**config.mk**
```make
export PLATFORM = sky130hd
export DESIGN_NAME = addr_map_guard
export DESIGN_NICKNAME = d
export VERILOG_FILES = /design/src/rtl/addr_map_guard.sv
export SDC_FILE = /design/constraint.sdc
export NUM_CORES = 1
export LEC_CHECK = 0
export BUFFER_PORTS_ARGS = -buffer_cell sky130_fd_sc_hd__buf_2
export CAP_MARGIN = 10
export CORE_MARGIN = 5
export CORE_UTILIZATION = 25
export DETAILED_ROUTE_END_ITERATION = 6
export PLACE_DENSITY = 0.84
export SLEW_MARGIN = 20
export SYNTH_ARGS = -nofsm -noshare
export SYNTH_HDL_FRONTEND = slang
export SYNTH_SLANG_ARGS = --single-unit
export TNS_END_PERCENT = 20
```
**constraint.sdc**
```tcl
create_clock -name clk -period 1.75 [get_ports clk]
set_input_delay 0.0875 -clock clk [delete_from_list [all_inputs] [get_ports clk]]
set_output_delay 0.0875 -clock clk [all_outputs]
set_load 0.02 [all_outputs]
```
**src/rtl/addr_map_guard.sv**
```systemverilog
module addr_map_guard #(
  parameter logic [31:0] GUARD_ADDR = 32'hFFFE0130
) (
  input  logic        clk,
  input  logic        rst_n,
  input  logic [31:0] addr,
  input  logic [31:0] wdata,
  input  logic [1:0]  size,
  input  logic        rd,
  input  logic        wr,
  output logic [3:0]  sel,
  output logic        ram_we,
  output logic        unmapped
);
  localparam logic [1:0] SZ_WORD = 2'b10;

  logic [15:0] pg;
  logic        acc, in_ram, in_rom, in_io, in_ctl, word_wr, guard_hit, guard;

  assign pg  = addr[31:16];
  assign acc = rd | wr;

  assign in_ram = (pg[15:5] == 11'h000) || (pg[15:5] == 11'h400) || (pg[15:5] == 11'h500);
  assign in_rom = (pg[15:3] == 13'h03F8) || (pg[15:3] == 13'h13F8) || (pg[15:3] == 13'h17F8);
  assign in_io  = (pg == 16'h1F80);
  assign in_ctl = (pg == 16'hFFFE);

  assign sel      = acc ? {in_ctl, in_io, in_rom, in_ram} : 4'b0;
  assign unmapped = acc & ~(in_ram | in_rom | in_io | in_ctl);

  assign word_wr   = wr & (size == SZ_WORD);
  assign guard_hit = word_wr & (addr == GUARD_ADDR);
  assign ram_we    = wr & in_ram & ~(guard & word_wr & (pg == 16'h0000));

  always_ff @(posedge clk or negedge rst_n)
    if (!rst_n) guard <= 1'b0;
    else if (guard_hit)
      case (wdata)
        32'h0000_0800, 32'h0000_0804: guard <= 1'b1;
        32'h0000_0000, 32'h0001_E988: guard <= 1'b0;
        default: ;
      endcase
endmodule

```
### After elaboration in Yosys (flattened, before gate mapping)

Index checks and enable logic that the tools add are counted.

| word-level totals | value |
|---|---|
| word-level logic and storage cells | 39 |
| input port bits | 70 |
| output and inout bits | 6 |
| bits in registers | 1 |

| cells by class | value |
|---|---|
| reductions and logical operators | 11 |
| bitwise logic cells | 13 |
| muxes and demuxes | 2 |
| eq/ne operators | 12 |

Operators with widths:

| cell | number |
|---|---|
| 32-bit by 12-bit equality test with 1-bit output (second input constant) | 2 |
| 32-bit by 17-bit equality test with 1-bit output (second input constant) | 1 |
| 32-bit equality test (second input constant) | 1 |
| 32-bit logical NOT | 1 |
| 13-bit equality test (second input constant) | 2 |
| 11-bit equality test (second input constant) | 2 |
| 16-bit by 13-bit equality test with 1-bit output (second input constant) | 1 |
| 16-bit equality test (second input constant) | 1 |
| 16-bit logical NOT | 1 |
| 13-bit by 10-bit equality test with 1-bit output (second input constant) | 1 |
| 11-bit logical NOT | 1 |
| 1-bit bitwise AND | 7 |
| 1-bit logical OR | 4 |
| 4-bit 2-to-1 mux | 1 |
| 1-bit bitwise OR | 4 |
| 2-bit OR reduction | 2 |
| 2-bit equality test (second input constant) | 1 |
| 1-bit inverter | 2 |
| 1-bit one-hot mux with 2 select lines | 1 |
| 2-bit AND reduction | 1 |
| 2-bit nonzero test | 1 |

### Depth between registers and ports, before layout

Gate-level depths: netlist of the first run.

| logic depth | value |
|---|---|
| depth in word-level cells | 8 |
| mapped depth | 5 |
| gate-level depth less buffers | 5 |

### Worst setup path before layout of the first run

OpenSTA, ideal clock, no wires.

| path | value |
|---|---|
| path type | in2reg |
| from | input addr[1] |
| to | register guard |
| path buffers | 0 |
| cell stages on the path | 5 |
| setup slack | 0.162 ns |
| required time | 1.624 ns |
| data arrival time | 1.462 ns |
| library setup time | 0.126 ns |
| cells stage by stage | nor4_2 > nand4_1 > or4_1 > or2_0 > o32a_1 |

| on the way | value |
|---|---|
| cells in the longest elaborated chain, start to end | 3 |

Ends and longest elaborated chain:

| item | RTL line | RTL |
|---|---|---|
| start: declaration | 6 | `input logic [31:0] addr,` |
| 32-bit equality test | 32 | `assign guard_hit = word_wr & (addr == GUARD_ADDR);` |
| 1-bit bitwise AND | 32 |  |
| 2-bit AND reduction (no line) | n/a |  |
| end signal: assignment | 36 | `if (!rst_n) guard <= 1'b0;` |
| end signal: assignment | 39 | `32'h0000_0800, 32'h0000_0804: guard <= 1'b1;` |
| end signal: assignment | 40 | `32'h0000_0000, 32'h0001_E988: guard <= 1'b0;` |
| end: declaration | 18 | `logic acc, in_ram, in_rom, in_io, in_ctl, word_wr, guard_hit, guard;` |

Every way passes these cells.
A chain may end at the register's enable or synchronous reset.

### Worst setup path in the final report of the first run

| path | value |
|---|---|
| from | input addr[2] |
| to | register guard |

The elaborated chain is that of the path after synthesis.

==> results of run 1 <==
-- what timing repair did --
action	in CTS	in global routing
gates resized for setup	3	11
pin swaps	3	4
endpoints found under the hold margin	1	0
gates cloned	0	0
hold buffers	1	0
endpoints found under the setup margin	1	1
-- layout by cell type (no fill, tap or decap) --
master and n:
nand4_1 5, nor4_2 5, o22ai_1 1, nor3b_1 1
nand3_1 7, or2_0 1, buf_6 4, nor4b_2 3
nor4_4 1, o32a_1 1, inv_1 3, or4_4 1
nand2_1 5, buf_2 71, buf_4 1, nor4_1 8
dfrtp_1 1, nor2_1 10, dlygate4sd3_1 1, nand3b_1 1
or4_1 1, nor3_1 3, a21oi_1 2
-- final cells by class --
class,count,area [um2],share of cell area (%)
Sequential cell,1,25.02,2.924
Timing Repair Buffer,77,417.9,48.83
Inverter,3,11.26,1.316
Tap cell,15,18.77,2.193
Multi-Input combinational cell,56,382.9,44.74
-- cells by family (layout without fill, tap and decap cells) --
| family | Yosys count | in the layout | synth area share, % |
|---|---|---|---|
| flip-flops | 1 | 1 | 7.016 |
| AO/OA/AOI/OAI | 4 | 4 | 7.370 |
| AND/OR/NAND/NOR | 52 | 52 | 82.46 |
| buffers and inverters | 3 | 80 | 3.158 |
-- metrics by stage --
step                std cells  instance area, um2  hold slack (ns)  util (%)  setup TNS (ns)
finish                    152               855.8           0.3517     64.96        -0.02834
global route              152               855.8           0.3758     64.96         -0.1128
CTS                       152               787.0           0.3487     59.73               0
detailed placement        151               758.2          -0.1302     57.55        -0.02254
global placement          151               758.2          -0.1349     57.55               0
floorplan                  60               356.6          -0.2081         -               0
-- routing by layer --
metal / GRT usage [%] / part of all wire, % / vias to the layer above
met5: 0 / 0 / -
met4: 0.5376 / 0 / 0
met3: 7.143 / 14 / 0
met2: 30.61 / 54 / 63
met1: 17.48 / 32 / 361
li1: - / - / 403
-- power groups by stage --
stage          combinational (uW)  sequential [uW]  clock, uW
6_report                      135             23.5          0
5_1_grt                       147             23.5          0
4_1_cts                       115             23.5          0
3_5_place_dp                  110             23.5          0
3_3_place_gp                  107             23.5          0
2_1_floorplan                20.1             23.6          0
-- synth_stat cells --
library cell	instances	area (um2)
o22ai_1	1	6.260
a21oi_1	2	10.01
or2_0	1	6.260
nand2_1	5	18.77
nor3_1	3	15.01
or4_1	2	15.01
nor2_1	10	37.54
nand4_1	5	31.28
nand3b_1	1	7.510
inv_1	3	11.26
o32a_1	1	10.01
nor4_2	1	12.51
nor4b_1	3	26.28
nand3_1	7	35.03
dfrtp_1	1	25.02
nor3b_1	1	7.510
nor4_1	13	81.33
-- final timing paths --
kind / from / to / slack [ns] / cells past startpoint
max: addr[2] / guard$_DFFE_PN0P_ / -0.03 / 6
min: wdata[2] / guard$_DFFE_PN0P_ / 0.35 / 2
max reg2reg: guard$_DFFE_PN0P_ / guard$_DFFE_PN0P_ / 1.11 / 1
min reg2reg: guard$_DFFE_PN0P_ / guard$_DFFE_PN0P_ / 0.50 / 1
max in group asynchronous: rst_n / guard$_DFFE_PN0P_ / 1.25 / 2
min in group asynchronous: rst_n / guard$_DFFE_PN0P_ / 0.41 / 2
==> results.json, run 1 <==
{
  "outcome": "complete, but fails checks",
  "violations": "setup timing",
  "io-pin-count": 76,
  "cp_data_arrival_time_ns": 1.65,
  "fmax_mhz": 562.3,
  "clock_latency_ns": 0,
  "setup_slack_ns": -0.02834,
  "fillers": 105,
  "core_area_mm2": 0.001318,
  "cp.required_ns": 1.62,
  "initial_core_util_pct": 27.07,
  "hold_viol": 0,
  "syn-instance-count": 60,
  "nets": 209,
  "rsz0062_at_grt": "yes",
  "hp-class": "primary input to register",
  "die_area_mm2": 0.002282,
  "cp_cell_sequence": "buf_2 > nor4_2 > nand4_1 > or4_4 > or2_0 > o32a_1",
  "tightest_slew_ns": 0.2938,
  "criticalPathCategory": "primary input to register",
  "path_max_fanout": 2,
  "seqPwrFrac_pct": 14.9,
  "area_delta_synth_final_pct": 140.0,
  "start_kind": "primary input",
  "setup_viol": 1,
  "finClkSkew_ns": 0,
  "vias": 827,
  "drt_iter0_drc": 34,
  "grt_pass1_wl_um": 2801,
  "cts_setup_buffers": 0,
  "dieHeight_um": 47.77,
  "slew_headroom_pct": 80.25,
  "syn_avg_cell_area_um2": 5.943,
  "comb_power_share_pct": 85.1,
  "grt-ovfl-total": 0,
  "syn_nets": 130,
  "critPathMaxStageDelay_ns": 0.43,
  "ir_drop_v": 0.0001324,
  "routedWlPerCell_um": 15.97,
  "via_per_inst": 5.441,
  "reg_top3": "guard x1",
  "clk_transition_reported_paths_ns": 0,
  "grt_antenna_before_repair": 0,
  "drc": 0,
  "power_density_mw_per_mm2": 185.1,
  "swShare_pct": 36.83,
  "postRouteWirelength_um": 2428,
  "total_power_uw": 158.5,
  "critical_path.top_delay_family": "simple AND/OR/NAND/NOR gates",
  "drive_gt1_share_pct": 62.77,
  "grt_pass1_vias": 774,
  "final-max-slew-violation-count": 0,
  "ys_types": 17,
  "hpwl_um": 1795,
  "dp_slack_ns": -0.02254,
  "drtPass1Iterations": 4,
  "end_kind": "register",
  "ys_seq_elements": 1,
  "place.gp.congestion": 0.7288,
  "rows": 13,
  "numPortBuffers": 75,
  "maxCapViolCount": 0,
  "ant_nets": 0,
  "finalCriticalPeriod_ns": 1.778,
  "crit_buf_inv": 1,
  "gr-usage-all-layers_pct": 16.25,
  "power_switching_uw": 58.36,
  "crit_slowest_cell": "or4_4",
  "die_w_um": 47.77,
  "largest_reg_flops": 1,
  "yosysSeqAreaShare_pct": 7.018,
  "diodes": 0,
  "p_clk_share_pct": 0,
  "largest_register": "guard",
  "cellLeakagePower_uw": 0.0004135,
  "netlist_area_um2": 356.6,
  "grt_max_degree": 5,
  "p_int_uw": 100.1,
  "fin_crit_sh_pct": 101.6,
  "synth_warnings": 0
}
Note: power is estimated with default switching activity, not from simulation.
==> inputs of run 2 (changes only) <==
--- a/config.mk
+++ b/config.mk
@@ -8,9 +8,9 @@
 export BUFFER_PORTS_ARGS = -buffer_cell sky130_fd_sc_hd__buf_2
 export CAP_MARGIN = 10
 export CORE_MARGIN = 5
-export CORE_UTILIZATION = 25
+export CORE_UTILIZATION = 23
 export DETAILED_ROUTE_END_ITERATION = 6
-export PLACE_DENSITY = 0.84
+export PLACE_DENSITY = 0.78
 export SLEW_MARGIN = 20
 export SYNTH_ARGS = -nofsm -noshare
 export SYNTH_HDL_FRONTEND = slang
==> constraint.sdc (replaced) <==
create_clock -name clk -period 1.7 [get_ports clk]
set_input_delay 0.085 -clock clk [delete_from_list [all_inputs] [get_ports clk]]
set_output_delay 0.085 -clock clk [all_outputs]
set_load 0.02 [all_outputs]
==> results.json, run 2 (synthesis results as in run 1) <==
{
  "outcome": "complete, but fails checks",
  "violations": "setup timing",
  "largest_register": "guard",
  "path_max_fanout": 2,
  "criticalPathCategory": "primary input to register",
  "post-route-util_pct": 58.66,
  "largest_reg_flops": 1,
  "hold_viol": 0,
  "nets": 210,
  "crit_buf_inv": 1,
  "start_kind": "primary input",
  "drc": 0,
  "cp_cell_sequence": "buf_2 > nor4_1 > nand2_1 > or4_4 > or2_0 > o32a_1",
  "gr-usage-all-layers_pct": 14.38,
  "rsz0062_at_grt": "yes",
  "clock_latency_ns": 0,
  "maxCapViolCount": 0,
  "hpwl_um": 1804,
  "setup_slack_ns": -0.09812,
  "ir_drop_v": 0.0001098,
  "drive_gt1_share_pct": 61.59,
  "cellLeakagePower_uw": 0.0004231,
  "crit_slowest_cell": "or4_4",
  "routedWlPerCell_um": 14.62,
  "grt_antenna_before_repair": 0,
  "mostFrequentLayoutCells": "69 x buf_2, 10 x nor4_1, 10 x nor2_1",
  "ant_nets": 0,
  "power_switching_uw": 57.59,
  "numPortBuffers": 75,
  "tns_ns": -0.09812,
  "tightest_slew_ns": 0.2833,
  "critPathMaxStageDelay_ns": 0.53,
  "critical_path.top_delay_family": "simple AND/OR/NAND/NOR gates",
  "setup_viol": 1,
  "slew_headroom_pct": 80.94,
  "via_per_inst": 5.279,
  "grt_max_degree": 5,
  "reg_top3": "guard x1",
  "rows": 14,
  "area_delta_synth_final_pct": 144.9,
  "grt_pass1_vias": 804,
  "core_area_mm2": 0.001489,
  "grt_pass1_wl_um": 2918,
  "end_kind": "register",
  "dieHeight_um": 49.38,
  "hp-start": "wdata[2]",
  "hp-class": "primary input to register",
  "finalCriticalPeriod_ns": 1.798,
  "drtPass1Iterations": 3,
  "die_w_um": 49.38,
  "initial_core_util_pct": 23.95,
  "fmax_mhz": 556.1,
  "dp.cells": 152,
  "postRouteWirelength_um": 2252,
  "worstSetupStartpoint": "addr[13]",
  "final-max-slew-violation-count": 0,
  "comb_power_share_pct": 85.3,
  "drt_iter0_drc": 12,
  "grt-ovfl-total": 0,
  "place.gp.congestion": 0.7241,
  "cp.required_ns": 1.57,
  "clk_transition_reported_paths_ns": 0,
  "die_area_mm2": 0.002438,
  "vias": 813,
  "p_clk_share_pct": 0,
  "mostFrequentLayoutCell": "buf_2",
  "finClkSkew_ns": 0,
  "swShare_pct": 34.98,
  "seqPwrFrac_pct": 14.7,
  "io-pin-count": 76,
  "fin_crit_sh_pct": 105.8,
  "stdcell_count": 154,
  "r2r_start": "guard$_DFFE_PN0P_",
  "p_int_uw": 107.1,
  "cp_data_arrival_time_ns": 1.67,
  "diodes": 0,
  "power_density_mw_per_mm2": 188.5,
  "dp_slack_ns": -0.07768
}
==> run 2: cell count changes in the layout (fill, tap and decap cells not counted), sizes merged <==
cell  before  now
buf       76   77
==> run 2: final timing paths <==
check,cells after the start,slack [ns],endpoint
setup / recovery,6,-0.1,guard$_DFFE_PN0P_
hold / removal,2,0.36,guard$_DFFE_PN0P_
setup reg to reg,1,1.03,guard$_DFFE_PN0P_
hold reg to reg,1,0.54,guard$_DFFE_PN0P_
max in group asynchronous,2,1.21,guard$_DFFE_PN0P_
min in group asynchronous,2,0.40,guard$_DFFE_PN0P_
==> run 2: final cells by class <==
cell class	instances	area [um2]
Fill cell	122	615.6
Inverter	3	11.26
Multi-Input combinational cell	56	379.1
Sequential cell	1	25.02
Tap cell	16	20.02
Timing Repair Buffer	78	437.9
==> run 2: what timing repair did <==
item,in CTS,in global routing
hold buffers,1,0
resized for setup,8,7
pin swaps,2,2
setup buffers,1,0
hold endpoints to repair,1,0
endpoints found under the setup margin,1,1
==> run 2: stage by stage <==
stage	hold slack [ns]	total power [uW]	cell area, um2
floorplan	-0.2106	44.93	356.6
global placement	-0.1351	136.6	759.5
detailed placement	-0.1332	140.0	759.5
CTS	0.3596	151.6	827.0
global route	0.3835	177.0	873.3
finish	0.3619	164.6	873.3
==> run 2: power groups by stage <==
stage	Combinational (uW)	Sequential, uW	Clock (uW)
finish	140	24.2	0
floorplan	20.7	24.2	0
CTS	127	24.2	0
global placement	112	24.2	0
detailed placement	116	24.2	0
global route	153	24.2	0
==> run 2: routing by layer <==
| layer | global-route usage (%) | vias up | wire, um |
|---|---|---|---|
| li1 | - | 402 | - |
| met1 | 14.39 | 361 | 698 |
| met2 | 30.69 | 46 | 1248 |
| met3 | 3.058 | 4 | 247 |
| met4 | 0 | 0 | 57 |
| met5 | 0 | - | 0 |
==> inputs of run 3 (changes only) <==
--- a/config.mk
+++ b/config.mk
@@ -10,7 +10,9 @@
 export CORE_MARGIN = 5
 export CORE_UTILIZATION = 23
 export DETAILED_ROUTE_END_ITERATION = 6
+export MAX_ROUTING_LAYER = met4
 export PLACE_DENSITY = 0.78
+export SKIP_LAST_GASP = 1
 export SLEW_MARGIN = 20
 export SYNTH_ARGS = -nofsm -noshare
 export SYNTH_HDL_FRONTEND = slang
==> results.json, run 3 (synthesis results as in run 1) <==
{
  "core_area_mm2": 0.001489,
  "start_kind": "primary input",
  "setup_viol": 1,
  "reg_top3": "guard x1",
  "area_delta_synth_final_pct": 136.1,
  "ant_nets": 0,
  "tightest_slew_ns": 0.2699,
  "tns_ns": -0.02557,
  "gr-usage-all-layers_pct": 14.70,
  "critical_path.top_delay_family": "simple AND/OR/NAND/NOR gates",
  "cellLeakagePower_uw": 0.0004147,
  "finalCriticalPeriod_ns": 1.726,
  "initial_core_util_pct": 23.95,
  "clock_latency_ns": 0,
  "diodes": 0,
  "die_area_mm2": 0.002438,
  "final-max-slew-violation-count": 0,
  "dieHeight_um": 49.38,
  "fin_crit_sh_pct": 101.5,
  "mostFrequentLayoutCell": "buf_2",
  "cp_cell_sequence": "buf_2 > nor4_2 > nand4_1 > or4_4 > or2_0 > o32a_1",
  "clk_transition_reported_paths_ns": 0,
  "drt_iter0_drc": 8,
  "grt_antenna_before_repair": 0,
  "numPortBuffers": 75,
  "outcome": "complete, but fails checks",
  "dp_slack_ns": -0.07768,
  "io-pin-count": 76,
  "violations": "setup timing",
  "crit_slowest_cell": "or4_4",
  "dp.cells": 152,
  "cp.required_ns": 1.57,
  "via_per_inst": 5.292,
  "fmax_mhz": 579.5,
  "crit_buf_inv": 1,
  "largest_reg_flops": 1,
  "holdWs_ns": 0.3590,
  "rows": 14,
  "largest_register": "guard",
  "cp_data_arrival_time_ns": 1.60,
  "hold_viol": 0,
  "maxCapViolCount": 0,
  "drtPass1Iterations": 4,
  "hp-class": "primary input to register",
  "criticalPathCategory": "primary input to register",
  "drc": 0,
  "slew_headroom_pct": 81.84,
  "routedWlPerCell_um": 13.12,
  "nets": 210,
  "grt_pass1_vias": 834,
  "total_power_uw": 155.0,
  "ir_drop_v": 0.0001257,
  "finClkSkew_ns": 0,
  "setup_slack_ns": -0.02557,
  "critPathMaxStageDelay_ns": 0.49,
  "die_w_um": 49.38,
  "power_density_mw_per_mm2": 184.1,
  "end_kind": "register",
  "place.gp.congestion": 0.7327,
  "grt_max_degree": 5,
  "grt-ovfl-total": 0,
  "fillers": 131,
  "drive_gt1_share_pct": 62.32,
  "hpwl_um": 1804,
  "vias": 815,
  "rsz0062_at_grt": "yes",
  "mostFrequentLayoutCells": "75 x buf_2, 10 x nor2_1, 9 x nor4_1",
  "path_max_fanout": 2,
  "stdcell_count": 154,
  "postRouteWirelength_um": 2020,
  "grt_pass1_wl_um": 2946
}
run 3: changes by cell type in the layout (fill, tap and decap cells not counted):
cell | before | now
nor4_1 | 10 | 9
buf_6 | 6 | 0
nor4b_2 | 3 | 2
nor4_4 | 2 | 1
buf_2 | 69 | 75
nor4b_4 | 0 | 1
nor4_2 | 2 | 4
run 3: worst paths after layout:
kind / slack (ns) / cells after the start / to / start
max: -0.03 / 6 / guard$_DFFE_PN0P_ / addr[1]
min: 0.36 / 2 / guard$_DFFE_PN0P_ / wdata[2]
max reg2reg: 1.03 / 1 / guard$_DFFE_PN0P_ / guard$_DFFE_PN0P_
min reg2reg: 0.53 / 1 / guard$_DFFE_PN0P_ / guard$_DFFE_PN0P_
max in group asynchronous: 1.21 / 2 / guard$_DFFE_PN0P_ / rst_n
min in group asynchronous: 0.40 / 2 / guard$_DFFE_PN0P_ / rst_n
run 3: metal layers:
layer	global-route usage (%)	wire length, um	vias up
met2	31.55	1146	48
met3	1.529	214	0
met1	14.39	658	366
met4	0	0	0
met5	-	0	-
li1	-	-	401
run 3: final cells by class:
type                       count  area (um2)  area share [%]
timing repair buffer          78       400.4           47.55
multi-input combinational     56       385.4           45.77
sequential                     1       25.02           2.972
tap                           16       20.02           2.377
inverter                       3       11.26           1.337
run 3: what timing repair did:
item	CTS	global route
buffers inserted	1	0
hold endpoints to repair	1	0
pin swaps	2	3
endpoints found under the setup margin	1	1
resized for setup	5	5
hold buffers	1	0
run 3: stage by stage:
step | cell area, um2 | utilization (%)
after CTS | 808.3 | 54.29
after global routing | 842.1 | 56.55
final | 842.1 | 56.55
after global placement | 759.5 | 51.01
after detailed placement | 759.5 | 51.01
after floorplan | 356.6 | -
run 3: power by group:
part / switching, uW / internal (uW) / total, uW
combinational: 55.7 / 75.0 / 131
clock: 0 / 0 / 0
sequential: 0 / 24.2 / 24.2
total: 55.7 / 99.3 / 155
